File: src/rtl/evt_irq_pkg.sv
// Shared constants and types for the event interrupt controller.
// Assumes a 32-bit register data path and 4 KiB locality pages.
package evt_irq_pkg;

    localparam int unsigned DATA_W  = 32;
    localparam int unsigned NUM_SRC = 4;
    localparam int unsigned GIE_BIT = 31;

    localparam logic [11:0] OFF_ENABLE = 12'h008;
    localparam logic [11:0] OFF_VECTOR = 12'h00C;
    localparam logic [11:0] OFF_STATUS = 12'h010;
    localparam logic [11:0] OFF_CAPS   = 12'h014;

    // Output signalling style; ordinal + 3 is the capability bit.
    typedef enum logic [1:0] {
        IRQ_LVL_HI   = 2'd0,
        IRQ_LVL_LO   = 2'd1,
        IRQ_EDGE_RISE = 2'd2,
        IRQ_EDGE_FALL = 2'd3
    } irq_mode_e;

    // Bit position of event source k in enable, status and capability.
    function automatic int unsigned src_pos(input int unsigned k);
        case (k)
            0:       return 0;
            1:       return 1;
            2:       return 2;
            default: return 7;
        endcase
    endfunction

    // Mask of all source bit positions.
    function automatic logic [DATA_W-1:0] src_mask();
        logic [DATA_W-1:0] m;
        m = '0;
        for (int unsigned k = 0; k < NUM_SRC; k++) m[src_pos(k)] = 1'b1;
        return m;
    endfunction

    // Capability word for a build.
    function automatic logic [DATA_W-1:0] caps_word(input irq_mode_e mode, input bit burst);
        logic [DATA_W-1:0] c;
        c = src_mask();
        c[8] = burst;
        c[3 + int'(mode)] = 1'b1;
        return c;
    endfunction

endpackage

File: src/rtl/evt_irq_decode.sv
// Address decoder: selects one register from a page-relative offset.
// Assumes ADDR_W > 12; pages at or above LOC_N select nothing.
module evt_irq_decode
    import evt_irq_pkg::*;
#(
    parameter int unsigned ADDR_W = 16,
    parameter int unsigned LOC_N  = 5
) (
    input  logic [ADDR_W-1:0] addr,
    output logic              sel_en,
    output logic              sel_vec,
    output logic              sel_st,
    output logic              sel_cap
);
    localparam int unsigned PG_W = ADDR_W - 12;

    logic [PG_W-1:0] page;
    logic [11:0]     off;
    logic            page_ok;

    assign page = addr[ADDR_W-1:12];
    assign off  = addr[11:0];

    // Page range check, then offset match.
    always_comb begin
        page_ok = (page < PG_W'(LOC_N));
        sel_en  = page_ok && (off == OFF_ENABLE);
        sel_vec = page_ok && (off == OFF_VECTOR);
        sel_st  = page_ok && (off == OFF_STATUS);
        sel_cap = page_ok && (off == OFF_CAPS);
    end
endmodule

File: src/rtl/evt_irq_status.sv
// Sticky status bits, one per event source, cleared by a one-written.
// Assumes events are single-cycle pulses; a set always beats a clear.
module evt_irq_status
    import evt_irq_pkg::*;
#(
    parameter int unsigned N = NUM_SRC
) (
    input  logic         clk,
    input  logic         rst_n,
    input  logic [N-1:0] evt,
    input  logic [N-1:0] src_en,
    input  logic [N-1:0] clr,
    output logic [N-1:0] status
);
    for (genvar k = 0; k < N; k++) begin : g_bit
        // Latch an enabled event; otherwise honour a clear request.
        always_ff @(posedge clk) begin
            if (!rst_n)                   status[k] <= 1'b0;
            else if (evt[k] && src_en[k]) status[k] <= 1'b1;
            else if (clr[k])              status[k] <= 1'b0;
        end
    end
endmodule

File: src/rtl/evt_irq_out.sv
// Output stage: turns the pending condition into the chosen signalling style.
// Level modes are one cycle behind pending; edge modes pulse on a 0->1 change.
module evt_irq_out
    import evt_irq_pkg::*;
#(
    parameter irq_mode_e MODE = IRQ_LVL_HI
) (
    input  logic clk,
    input  logic rst_n,
    input  logic pending,
    output logic irq
);
    logic pend_q;
    logic rise;

    // Remember last cycle's pending condition.
    always_ff @(posedge clk) begin
        if (!rst_n) pend_q <= 1'b0;
        else        pend_q <= pending;
    end

    assign rise = pending & ~pend_q;

    if (MODE == IRQ_LVL_HI) begin : g_lh
        assign irq = pend_q;
    end else if (MODE == IRQ_LVL_LO) begin : g_ll
        assign irq = ~pend_q;
    end else if (MODE == IRQ_EDGE_RISE) begin : g_er
        assign irq = rise;
    end else begin : g_ef
        assign irq = ~rise;
    end
endmodule

File: src/rtl/evt_irq_ctrl.sv
// Top: enable, vector, status and capability registers with one interrupt out.
// Assumes a single-cycle write strobe and combinational read by address.
module evt_irq_ctrl
    import evt_irq_pkg::*;
#(
    parameter int unsigned ADDR_W       = 16,
    parameter int unsigned LOC_N        = 5,
    parameter int unsigned VEC_W        = 8,
    parameter bit          BURST_STATIC = 1'b0,
    parameter irq_mode_e   MODE         = IRQ_LVL_HI
) (
    input  logic              clk,
    input  logic              rst_n,
    input  logic              reg_wr,
    input  logic [ADDR_W-1:0] reg_addr,
    input  logic [DATA_W-1:0] reg_wdata,
    output logic [DATA_W-1:0] reg_rdata,
    input  logic [NUM_SRC-1:0] evt_in,
    output logic              irq_out
);
    localparam logic [DATA_W-1:0] SRC_MASK = src_mask();
    localparam logic [DATA_W-1:0] EN_MASK  = SRC_MASK | (DATA_W'(1) << GIE_BIT);
    localparam logic [DATA_W-1:0] CAPS     = caps_word(MODE, BURST_STATIC);

    logic sel_en, sel_vec, sel_st, sel_cap;
    logic [DATA_W-1:0]  en_q;
    logic [VEC_W-1:0]   vec_q;
    logic [NUM_SRC-1:0] src_en, clr, st_bits;
    logic [DATA_W-1:0]  status_w;
    logic               pending;

    evt_irq_decode #(.ADDR_W(ADDR_W), .LOC_N(LOC_N)) dec_i (
        .addr(reg_addr), .sel_en(sel_en), .sel_vec(sel_vec),
        .sel_st(sel_st), .sel_cap(sel_cap)
    );

    // Enable register: only global and source bits are stored.
    always_ff @(posedge clk) begin
        if (!rst_n)              en_q <= '0;
        else if (reg_wr && sel_en) en_q <= reg_wdata & EN_MASK;
    end

    // Vector register: low VEC_W bits of write data.
    always_ff @(posedge clk) begin
        if (!rst_n)               vec_q <= '0;
        else if (reg_wr && sel_vec) vec_q <= reg_wdata[VEC_W-1:0];
    end

    // Gather per-source enable and clear bits from their register positions.
    for (genvar k = 0; k < NUM_SRC; k++) begin : g_src
        assign src_en[k] = en_q[src_pos(k)];
        assign clr[k]    = reg_wr && sel_st && reg_wdata[src_pos(k)];
    end

    evt_irq_status #(.N(NUM_SRC)) st_i (
        .clk(clk), .rst_n(rst_n), .evt(evt_in), .src_en(src_en),
        .clr(clr), .status(st_bits)
    );

    // Spread source status bits back to their register positions.
    always_comb begin
        status_w = '0;
        for (int unsigned k = 0; k < NUM_SRC; k++) status_w[src_pos(k)] = st_bits[k];
    end

    assign pending = en_q[GIE_BIT] && (|st_bits);

    evt_irq_out #(.MODE(MODE)) out_i (
        .clk(clk), .rst_n(rst_n), .pending(pending), .irq(irq_out)
    );

    // Read multiplexer; unmapped addresses read zero.
    always_comb begin
        reg_rdata = '0;
        if (sel_en)       reg_rdata = en_q;
        else if (sel_vec) reg_rdata = DATA_W'(vec_q);
        else if (sel_st)  reg_rdata = status_w;
        else if (sel_cap) reg_rdata = CAPS;
    end
endmodule

File: config.mk
export PLATFORM = sky130hd
export DESIGN_NAME = evt_irq_ctrl
export DESIGN_NICKNAME = d
export VERILOG_FILES = /design/src/rtl/evt_irq_pkg.sv /design/src/rtl/evt_irq_decode.sv /design/src/rtl/evt_irq_status.sv /design/src/rtl/evt_irq_out.sv /design/src/rtl/evt_irq_ctrl.sv
export SDC_FILE = /design/constraint.sdc
export NUM_CORES = 1
export LEC_CHECK = 0
export BUFFER_PORTS_ARGS = -buffer_cell sky130_fd_sc_hd__buf_2
export CAP_MARGIN = 20
export CELL_PAD_IN_SITES_DETAIL_PLACEMENT = 1
export CELL_PAD_IN_SITES_GLOBAL_PLACEMENT = 1
export CORE_AREA = 3 3 71 73
export CTS_CLUSTER_DIAMETER = 100
export DETAILED_ROUTE_END_ITERATION = 8
export DIE_AREA = 0 0 74 76
export PLACE_DENSITY_LB_ADDON = 0.1
export SLEW_MARGIN = 20
export SYNTH_ARGS = -nofsm -noshare
export SYNTH_HDL_FRONTEND = slang
export SYNTH_SLANG_ARGS = --single-unit
File: constraint.sdc
create_clock -name clk -period 2.93 [get_ports clk]
set_input_delay 0.586 -clock clk [delete_from_list [all_inputs] [get_ports clk]]
set_output_delay 0.586 -clock clk [all_outputs]
set_load 0.1 [all_outputs]
* After elaboration in Yosys (flattened, before gate mapping)
Cells that the tools add are included.
Storage, ports and cells: flip-flop bits (word level) 18, bits in read-only memories 0, output and inout bits 33, word-level logic and storage cells 45, bits of input ports 55, bits in latches 0, bits in writable memories 0, memories kept 0
Cells by class: div/mod/pow operators 0, $lt $le $gt $ge 1, reduce and logical (&&, ||, !) cells 21, shift-type cells 0, $add $sub $neg 0, muxes and demuxes 12, multiply operators 0, equality and inequality tests 4, bitwise gates (word level) 0
Operators by type and width (count):
- 2-to-1 mux 32 bit | 3
- equality test 12 x 4 -> 1 bit, second input constant | 2
- equality test 12 x 5 -> 1 bit, second input constant | 2
- logical AND 1 bit | 16
- 2-to-1 mux 1 bit | 8
- 2-to-1 mux 8 bit | 1
- nonzero test 2 bit | 4
- less-than comparator 4 x 3 -> 1 bit, second input constant | 1
- OR reduction 4 bit | 1

* Longest topological paths before layout
Gate-level depths: netlist of run 1.
depth after elaboration 6, depth in mapped cells 5, depth with buffers taken out 4

* By module
From an unflattened synthesis of run 1, not the netlist that was laid out.
Unflattened totals: cells, all modules 147, area, all modules 1174.9 sq um
Modules (own cells, without submodules):
- evt_irq_ctrl | sequential area each 260.2 sq um, area each 895.9 sq um, cells each 115, times used 1
- evt_irq_status | sequential area each 80.1 sq um, area each 150.1 sq um, cells each 16, times used 1
- evt_irq_decode | sequential area each 0.0 sq um, area each 102.6 sq um, cells each 14, times used 1
- evt_irq_out | sequential area each 20.0 sq um, area each 26.3 sq um, cells each 2, times used 1

* Worst setup path after synthesis of run 1
OpenSTA, ideal clock, no wires.
kind input to output, from input port reg_addr[1], to output port reg_rdata[3], arrival 2.989 ns, setup slack -0.645 ns, stages 4, data required time 2.344 ns, path buffers 0, cell sequence or4_1 -> nor4_1 -> a21oi_1 -> nor2b_1
Between the ends: word-level cells in the longest chain between the ends 6, elaborated cells on any way between the ends 12, those cells by class eq/ne: 4; mux: 4; reduce/logical: 4
Ends and longest elaborated chain:
- from (decl) | line evt_irq_ctrl.sv:15 | input logic [ADDR_W-1:0] reg_addr,
- equality test 12 x 5 -> 1 bit | line evt_irq_decode.sv:30 | sel_cap = page_ok && (off == OFF_CAPS);
- logical AND 1 bit | line evt_irq_decode.sv:30
- 2-to-1 mux 8 bit | line evt_irq_ctrl.sv:78 | else if (sel_cap) reg_rdata = CAPS;
- 2-to-1 mux 32 bit | line evt_irq_ctrl.sv:77 | else if (sel_st) reg_rdata = status_w;
- 2-to-1 mux 32 bit | line evt_irq_ctrl.sv:76 | else if (sel_vec) reg_rdata = DATA_W'(vec_q);
- 2-to-1 mux 32 bit * | line evt_irq_ctrl.sv:75 | if (sel_en) reg_rdata = en_q;
- to (decl) | line evt_irq_ctrl.sv:17 | output logic [DATA_W-1:0] reg_rdata,
Mark *: on every way between the ends. The rest lies on a longest branch, timed or not.

* Worst setup path after layout of run 1
from input port reg_addr[5], to output port reg_rdata[2]
Same word-level chain as after synthesis.

==> results of run 1 <==
worst paths after layout:
path / end / slack (ns) / cells past startpoint
setup reg to reg: out_i.irq / 2.06 / 2
hold / removal: vec_q[4] / 0.46 / 2
setup / recovery: reg_rdata[2] / 0.03 / 6
hold reg to reg: vec_q[4] / 0.46 / 2
placed cells by master, fill, tap and decap left out:
cell type / count
a21boi_0: 4
a21oi_1: 1
a221o_2: 1
and3_1: 1
and3_2: 3
and3b_1: 2
and3b_2: 1
buf_12: 9
buf_2: 32
buf_4: 6
clkbuf_8: 4
conb_1: 23
dfxtp_1: 18
mux2i_1: 13
nand2_1: 30
nand2b_1: 1
nand3_1: 3
nand3_2: 3
nand3b_1: 3
nor2_1: 3
nor2b_2: 1
nor4_1: 2
nor4_4: 1
nor4bb_1: 1
o21a_1: 1
o21ai_0: 7
o2bb2ai_1: 1
or4_4: 2
or4b_1: 1
or4b_2: 1
or4b_4: 1
per-layer routing:
metal	part of all wire, %	vias to the layer above	GRT usage, %
li1	-	511	-
met1	44	469	13.8
met2	49	39	20.5
met3	6.4	2	1.45
met4	0.69	0	3.80
met5	0	-	0
through the flow:
stage / utilization [%] / instance area [µm²]
2_1_floorplan: - / 1240
3_3_place_gp: 33.6 / 1480
3_5_place_dp: 33.6 / 1480
4_1_cts: 34.9 / 1540
5_1_grt: 34.9 / 1540
6_report: 34.9 / 1540
cells in the mapped netlist, types with 2 or more instances:
cell type	instances
nand2_1	30
buf_4	24
dfxtp_1	18
mux2i_1	13
o21ai_0	7
nand3_1	6
a21boi_0	4
and3_1	4
clkbuf_1	4
and3b_1	3
nand3b_1	3
nor2_1	3
nor4_1	2
cells by family after synthesis:
| logic type | count (synthesis) | synth area share [%] |
|---|---|---|
| AOI/OAI and AO/OA | 15 | 8.46 |
| other | 1 | 0.329 |
| and+or+nand+nor | 60 | 29.6 |
| buffers and inverters | 30 | 18.6 |
| muxes | 13 | 11.4 |
| DFF | 18 | 31.6 |
sequential cells by signal, indices dropped and copies added, names as in the netlist:
register     flops
en_q             5
out_i.irq        1
st_i.status      4
vec_q            8
final cells by class:
class / count / area, µm² / area share (%)
Multi-Input combinational cell: 111 / 677 / 43.9
Sequential cell: 18 / 360 / 23.4
Clock buffer: 4 / 55.1 / 3.57
Tap cell: 52 / 65.1 / 4.22
Timing Repair Buffer: 47 / 385 / 25.0
where the power goes:
group,internal [W],switching (W)
sequential,0.000244,0.00000000442
clock,0.000119,0.0000856
combinational,0.0000224,0.000152
critical path, delay by kind of cell:
| family | cells | cell delay [ns] |
|---|---|---|
| AOI/OAI and AO/OA | 2 | 0.32 |
| buffers and inverters | 2 | 0.26 |
| and+or+nand+nor | 2 | 1.13 |
==> impl_results.html, run 1 <==
<table>
<tr><th>Metric</th><th>Value</th></tr>
<tr><th colspan="2">Run status</th></tr>
<tr><td>Run status</td><td>finished, final reports clean</td></tr>
<tr><th colspan="2">Placed design</th></tr>
<tr><td>Gpl congestion</td><td>roughly 0.69</td></tr>
<tr><td>Setup WS pre-CTS</td><td>0.0179 ns</td></tr>
<tr><td>Number of instances in the placed design</td><td>approximately 230</td></tr>
<tr><td>Count of buffers inserted at the top-level ports</td><td>41</td></tr>
<tr><td>Half-perimeter wire length of the detailed placement result</td><td>about 2500 µm</td></tr>
<tr><th colspan="2">Critical path</th></tr>
<tr><td>Req. time, crit path</td><td>around 2.3 ns</td></tr>
<tr><td>Critical Path Start</td><td>reg_addr[5]</td></tr>
<tr><td>Critical Path, Cell by Cell</td><td>buf_2, or4_4, or4b_4, o2bb2ai_1, a221o_2, buf_12</td></tr>
<tr><td>R2R Path Start</td><td>st_i.status[2]</td></tr>
<tr><td>Standard cell with the maximum stage delay on the critical path</td><td>or4b_4</td></tr>
<tr><td>Category of the most critical setup path</td><td>in2out</td></tr>
<tr><td>Crit path capture type</td><td>primary output</td></tr>
<tr><td>Maximum fanout count along the critical path</td><td>3</td></tr>
<tr><td>Data arrival time of the critical path</td><td>2.31 ns</td></tr>
<tr><td>Crit path largest cell delay</td><td>0.57 ns</td></tr>
<tr><td>Kind of launch point of the worst setup path</td><td>input pin</td></tr>
<tr><th colspan="2">Drt</th></tr>
<tr><td>Number of remaining DRC errors</td><td>0</td></tr>
<tr><td>Detailed Route WL</td><td>3200 µm</td></tr>
<tr><td>Final routed wire length divided by cell count</td><td>roughly 14 µm</td></tr>
<tr><td>Avg Vias per Cell</td><td>between 4 and 5</td></tr>
<tr><td>Total number of vias</td><td>1021</td></tr>
<tr><td>Number of nets with antenna violations after detailed routing</td><td>0</td></tr>
<tr><td>Count of routing violations after the opening detailed-route iteration</td><td>15</td></tr>
<tr><td>First-pass iteration count of the detailed router</td><td>3</td></tr>
<tr><th colspan="2">STA</th></tr>
<tr><td>Worst hold margin</td><td>0.456 ns</td></tr>
<tr><td>Final number of hold-violating endpoints</td><td>0</td></tr>
<tr><td>Worst path setup slack after routing</td><td>0.0306 ns</td></tr>
<tr><td>Top achievable clock speed</td><td>around 340 MHz</td></tr>
<tr><td>Setup tns final</td><td>0 ns</td></tr>
<tr><td>Setup-failing EPs final</td><td>0</td></tr>
<tr><td>Max-slew violation total from the final report</td><td>0</td></tr>
<tr><td>Final period utilization</td><td>a little over nine tenths</td></tr>
<tr><td>Unrepaired setup endpoints after global routing</td><td>yes</td></tr>
<tr><td>Clock skew</td><td>0.00229 ns</td></tr>
<tr><td>Clock period minus final worst setup slack</td><td>around 2.9 ns</td></tr>
<tr><th colspan="2">Global routing</th></tr>
<tr><td>Initial antenna violation count</td><td>0</td></tr>
<tr><td>GR Overflow Total</td><td>0</td></tr>
<tr><td>Maximum number of pins on one net before global-route repair</td><td>27</td></tr>
<tr><td>Overall global routing resource usage</td><td>around 12%</td></tr>
<tr><td>Vias in the first global route</td><td>1112</td></tr>
<tr><td>First-pass GRT wire length</td><td>5150 µm</td></tr>
<tr><th colspan="2">Floorplan</th></tr>
<tr><td>Core Box Area</td><td>0.00441 mm²</td></tr>
<tr><td>Starting utilization of the core area</td><td>approximately 26%</td></tr>
<tr><td>Die Footprint</td><td>0.00562 mm²</td></tr>
<tr><td>Number of core rows</td><td>24</td></tr>
<tr><td>Width of the die</td><td>74 µm</td></tr>
<tr><td>Die Span Y</td><td>76 µm</td></tr>
<tr><td>Number of I/O pins</td><td>88</td></tr>
<tr><th colspan="2">Synthesis</th></tr>
<tr><td>Cell types with the largest area share after synthesis</td><td>dfxtp_1 (32%), buf_4 (16%), mux2i_1 (11%)</td></tr>
<tr><td>Count of state elements after synthesis</td><td>18</td></tr>
<tr><td>Top-area cell type share of the netlist area</td><td>31.6%</td></tr>
<tr><td>Cell type contributing the most total cell area after synthesis</td><td>dfxtp_1</td></tr>
<tr><td>Yosys cell types</td><td>29</td></tr>
<tr><td>Share of async-settable or async-resettable flops after synthesis</td><td>0%</td></tr>
<tr><td>Cell area after synthesis</td><td>0.00114 mm²</td></tr>
<tr><td>Avg Inst Size Synth</td><td>8.31 µm²</td></tr>
<tr><td>Gate Count Post-Synth</td><td>137</td></tr>
<tr><td>Most instantiated flip-flop cell in the synthesis netlist</td><td>dfxtp_1</td></tr>
<tr><td>Post-synth EDFFs</td><td>0</td></tr>
<tr><td>Ys Warns</td><td>0</td></tr>
<tr><td>Share of the yosys chip area belonging to registers</td><td>between 30% and 40%</td></tr>
<tr><th colspan="2">CTS</th></tr>
<tr><td>Buffer cell driving the clock tree root</td><td>clkbuf_8</td></tr>
<tr><td>Max H-tree Level</td><td>1</td></tr>
<tr><td>Sink Count</td><td>18</td></tr>
<tr><td>Post-CTS clock slew at the launch and capture registers of the worst setup and hold paths</td><td>0.07 ns</td></tr>
<tr><td>Count of cells resized by post-cts repair</td><td>0</td></tr>
<tr><td>Post-CTS Setup Repair Bufs</td><td>0</td></tr>
<tr><td>CTS tree</td><td>yes</td></tr>
<tr><td>Max clock buf depth</td><td>2</td></tr>
<tr><td>Later-pin clock latency in the skew report</td><td>roughly 0.25 ns</td></tr>
<tr><td>CTS Buf Count</td><td>3</td></tr>
<tr><td>Hold buffer count at cts</td><td>0</td></tr>
<tr><th colspan="2">Power</th></tr>
<tr><td>Leakage Power</td><td>slightly below 0.7 nW</td></tr>
<tr><td>Overall power consumption</td><td>0.000623 W</td></tr>
<tr><td>Worst supply voltage drop on vdd</td><td>130 µV</td></tr>
<tr><td>Power per standard cell area</td><td>404 mW/mm²</td></tr>
<tr><th colspan="2">Final layout</th></tr>
<tr><td>Non-filler instance count after layout</td><td>roughly 230</td></tr>
<tr><td>Final antenna diode count</td><td>0</td></tr>
<tr><td>Layout cells sized above 1</td><td>36.1%</td></tr>
<tr><td># nets final</td><td>236</td></tr>
<tr><td>Fill cell count</td><td>550</td></tr>
<tr><td>Growth of design area from synthesis to finish</td><td>35.5%</td></tr>
<tr><th colspan="2">Flow run</th></tr>
<tr><td>Maximum capacitance violations</td><td>0</td></tr>
<tr><th colspan="2">Hold path</th></tr>
<tr><td>Hold path startpoint</td><td>vec_q[4]</td></tr>
<tr><td>Path class of the lowest-slack min-delay path</td><td>reg2reg</td></tr>
</table>
(Power assumes the default switching activity.)
==> inputs of run 2 (changes only) <==
--- a/config.mk
+++ b/config.mk
@@ -9,10 +9,10 @@
 export CAP_MARGIN = 20
 export CELL_PAD_IN_SITES_DETAIL_PLACEMENT = 1
 export CELL_PAD_IN_SITES_GLOBAL_PLACEMENT = 1
-export CORE_AREA = 3 3 71 73
+export CORE_AREA = 3 3 73 75
 export CTS_CLUSTER_DIAMETER = 100
 export DETAILED_ROUTE_END_ITERATION = 8
-export DIE_AREA = 0 0 74 76
+export DIE_AREA = 0 0 76 78
 export PLACE_DENSITY_LB_ADDON = 0.1
 export SLEW_MARGIN = 20
 export SYNTH_ARGS = -nofsm -noshare
==> constraint.sdc (replaced) <==
create_clock -name clk -period 2.65 [get_ports clk]
set_input_delay 0.53 -clock clk [delete_from_list [all_inputs] [get_ports clk]]
set_output_delay 0.53 -clock clk [all_outputs]
set_load 0.1 [all_outputs]
==> impl_results.html, run 2 (synthesis results as in run 1) <==
<table>
<tr><th>Metric</th><th>Value</th></tr>
<tr><th colspan="2">Placed design</th></tr>
<tr><td>Count of buffers inserted at the top-level ports</td><td>41</td></tr>
<tr><td>Placed inst area</td><td>0.00157 mm²</td></tr>
<tr><td>Half-perimeter wire length of the detailed placement result</td><td>2550 µm</td></tr>
<tr><td>Gpl congestion</td><td>0.734</td></tr>
<tr><td>Setup WS pre-CTS</td><td>-0.195 ns</td></tr>
<tr><th colspan="2">STA</th></tr>
<tr><td>Top achievable clock speed</td><td>359 MHz</td></tr>
<tr><td>Setup-failing EPs final</td><td>5</td></tr>
<tr><td>Clock period minus final worst setup slack</td><td>2.79 ns</td></tr>
<tr><td>Setup tns final</td><td>-0.204 ns</td></tr>
<tr><td>Unrepaired setup endpoints after global routing</td><td>yes</td></tr>
<tr><td>Final number of hold-violating endpoints</td><td>0</td></tr>
<tr><td>Final period utilization</td><td>105%</td></tr>
<tr><td>Worst path setup slack after routing</td><td>-0.136 ns</td></tr>
<tr><td>Worst hold margin</td><td>0.460 ns</td></tr>
<tr><td>Max-slew violation total from the final report</td><td>0</td></tr>
<tr><td>Clock skew</td><td>0.00146 ns</td></tr>
<tr><th colspan="2">Critical path</th></tr>
<tr><td>Req. time, crit path</td><td>~2.1 ns</td></tr>
<tr><td>Category of the most critical setup path</td><td>in2out</td></tr>
<tr><td>Maximum fanout count along the critical path</td><td>3</td></tr>
<tr><td>Crit path capture type</td><td>primary output</td></tr>
<tr><td>Kind of launch point of the worst setup path</td><td>input pin</td></tr>
<tr><td>Data arrival time of the critical path</td><td>2.26 ns</td></tr>
<tr><th colspan="2">Drt</th></tr>
<tr><td>Final routed wire length divided by cell count</td><td>~13 µm</td></tr>
<tr><td>Total number of vias</td><td>1065</td></tr>
<tr><td>Number of nets with antenna violations after detailed routing</td><td>0</td></tr>
<tr><td>Avg Vias per Cell</td><td>4.19</td></tr>
<tr><td>Count of routing violations after the opening detailed-route iteration</td><td>18</td></tr>
<tr><td>Number of remaining DRC errors</td><td>0</td></tr>
<tr><td>First-pass iteration count of the detailed router</td><td>4</td></tr>
<tr><td>Detailed Route WL</td><td>~3300 µm</td></tr>
<tr><th colspan="2">Floorplan</th></tr>
<tr><td>Starting utilization of the core area</td><td>24.1%</td></tr>
<tr><td>Die Span Y</td><td>approximately 78 µm</td></tr>
<tr><td>Die Footprint</td><td>0.00593 mm²</td></tr>
<tr><td>Number of core rows</td><td>25</td></tr>
<tr><td>Width of the die</td><td>76 µm</td></tr>
<tr><td>Core Box Area</td><td>approximately 0.0047 mm²</td></tr>
<tr><td>Number of I/O pins</td><td>88</td></tr>
<tr><th colspan="2">CTS</th></tr>
<tr><td>Buffer cell driving the clock tree root</td><td>clkbuf_8</td></tr>
<tr><td>Sink Count</td><td>18</td></tr>
<tr><td>CTS tree</td><td>yes</td></tr>
<tr><td>CTS Buf Count</td><td>3</td></tr>
<tr><td>Max H-tree Level</td><td>1</td></tr>
<tr><td>Max clock buf depth</td><td>2</td></tr>
<tr><td>Post-CTS clock slew at the launch and capture registers of the worst setup and hold paths</td><td>0.07 ns</td></tr>
<tr><td>Later-pin clock latency in the skew report</td><td>0.25 ns</td></tr>
<tr><th colspan="2">Final layout</th></tr>
<tr><td>Leading cell type in the layout, fill and taps excluded</td><td>nand2_1</td></tr>
<tr><td>Design Area, Final</td><td>0.00174 mm²</td></tr>
<tr><td>Layout cells sized above 1</td><td>41.2%</td></tr>
<tr><td># nets final</td><td>243</td></tr>
<tr><td>Largest Register</td><td>vec_q</td></tr>
<tr><td>Number of flip-flops under the largest register name</td><td>8</td></tr>
<tr><td>Most used cells in the layout excluding fill and tap cells</td><td>nand2_1 (30), buf_2 (28), conb_1 (23)</td></tr>
<tr><td>Final antenna diode count</td><td>0</td></tr>
<tr><td>Growth of design area from synthesis to finish</td><td>52.4%</td></tr>
<tr><td>Largest registers ranked by flip-flop count</td><td>vec_q x8, en_q x5, st_i.status x4</td></tr>
<tr><th colspan="2">Power</th></tr>
<tr><td>Switching power share of the total</td><td>37.9%</td></tr>
<tr><td>Comb pwr share</td><td>~29%</td></tr>
<tr><td>Clock network fraction of total power</td><td>32.3%</td></tr>
<tr><td>Worst supply voltage drop on vdd</td><td>214 µV</td></tr>
<tr><td>Power share of the sequential group</td><td>38.7%</td></tr>
<tr><td>Total internal power</td><td>0.000434 W</td></tr>
<tr><td>Overall power consumption</td><td>0.000698 W</td></tr>
<tr><td>NetSw</td><td>0.000264 W</td></tr>
<tr><td>Power per standard cell area</td><td>slightly above 400 mW/mm²</td></tr>
<tr><td>Leakage Power</td><td>0.740 nW</td></tr>
<tr><th colspan="2">Global routing</th></tr>
<tr><td>GR Overflow Total</td><td>0</td></tr>
<tr><td>Maximum number of pins on one net before global-route repair</td><td>27</td></tr>
<tr><td>Overall global routing resource usage</td><td>11.1%</td></tr>
<tr><td>Initial antenna violation count</td><td>0</td></tr>
<tr><td>Vias in the first global route</td><td>1135</td></tr>
<tr><td>First-pass GRT wire length</td><td>about 5400 µm</td></tr>
<tr><th colspan="2">Hold path</th></tr>
<tr><td>Path class of the lowest-slack min-delay path</td><td>reg2reg</td></tr>
<tr><th colspan="2">Run status</th></tr>
<tr><td>Run status</td><td>complete, but fails checks</td></tr>
<tr><td>Violated checks</td><td>negative setup slack</td></tr>
<tr><th colspan="2">Flow run</th></tr>
<tr><td>Maximum capacitance violations</td><td>0</td></tr>
</table>
-- run 2: cell types whose count changed in the layout (fill, tap and decap cells not counted), sizes merged --
| cell | before | now |
|---|---|---|
| buf | 47 | 54 |
-- run 2: final cells by class --
class / instances / area, µm²
flip-flops and latches: 18 / 360
clock buffers: 4 / 55.1
repair buffers: 54 / 470
multi-input cells: 111 / 766
fillers: 562 / 2990
well taps: 67 / 83.8
-- run 2: power by group through the flow --
stage | clock network (W) | registers, W | logic [W]
after floorplan | 0 | 0.000277 | 0.000188
after global routing | 0.000253 | 0.000270 | 0.000210
after global placement | 0 | 0.000277 | 0.000192
after CTS | 0.000237 | 0.000270 | 0.000197
after detailed placement | 0 | 0.000277 | 0.000194
final | 0.000226 | 0.000270 | 0.000202
-- run 2: through the flow --
stage	util, %	std cells
final	36.7	254
after global routing	36.7	254
after detailed placement	33.3	246
after floorplan	-	159
after CTS	36.0	254
after global placement	33.3	246
-- run 2: critical path, stage by stage --
cell       delay (ns)
buf_6            0.09
or4_4            0.56
or4b_4           0.58
o2bb2ai_2        0.14
a221o_4          0.18
buf_12           0.17
-- run 2: worst paths after layout --
path,cells past startpoint,slack (ns),endpoint,start
max,6,-0.14,reg_rdata[2],reg_addr[1]
min,2,0.46,vec_q[5],vec_q[5]
min reg2reg,2,0.46,vec_q[5],vec_q[5]
max reg2reg,2,1.75,out_i.irq,st_i.status[2]
-- run 2: metal layers --
metal  wire length [µm]  GRT usage, %  part of all wire, %
met4                 19          2.72                 0.57
met2               1620          19.0                   49
met3                237          2.78                  7.1
met1               1440          14.1                   43
met5                  0             0                    0
-- run 2: repair_timing --
action,in CTS,in global routing
setup buffers,4,0
endpoints found under the hold margin,0,0
resized for setup,8,9
pin swaps,5,4
hold buffers,0,0
setup endpoints to repair,9,9
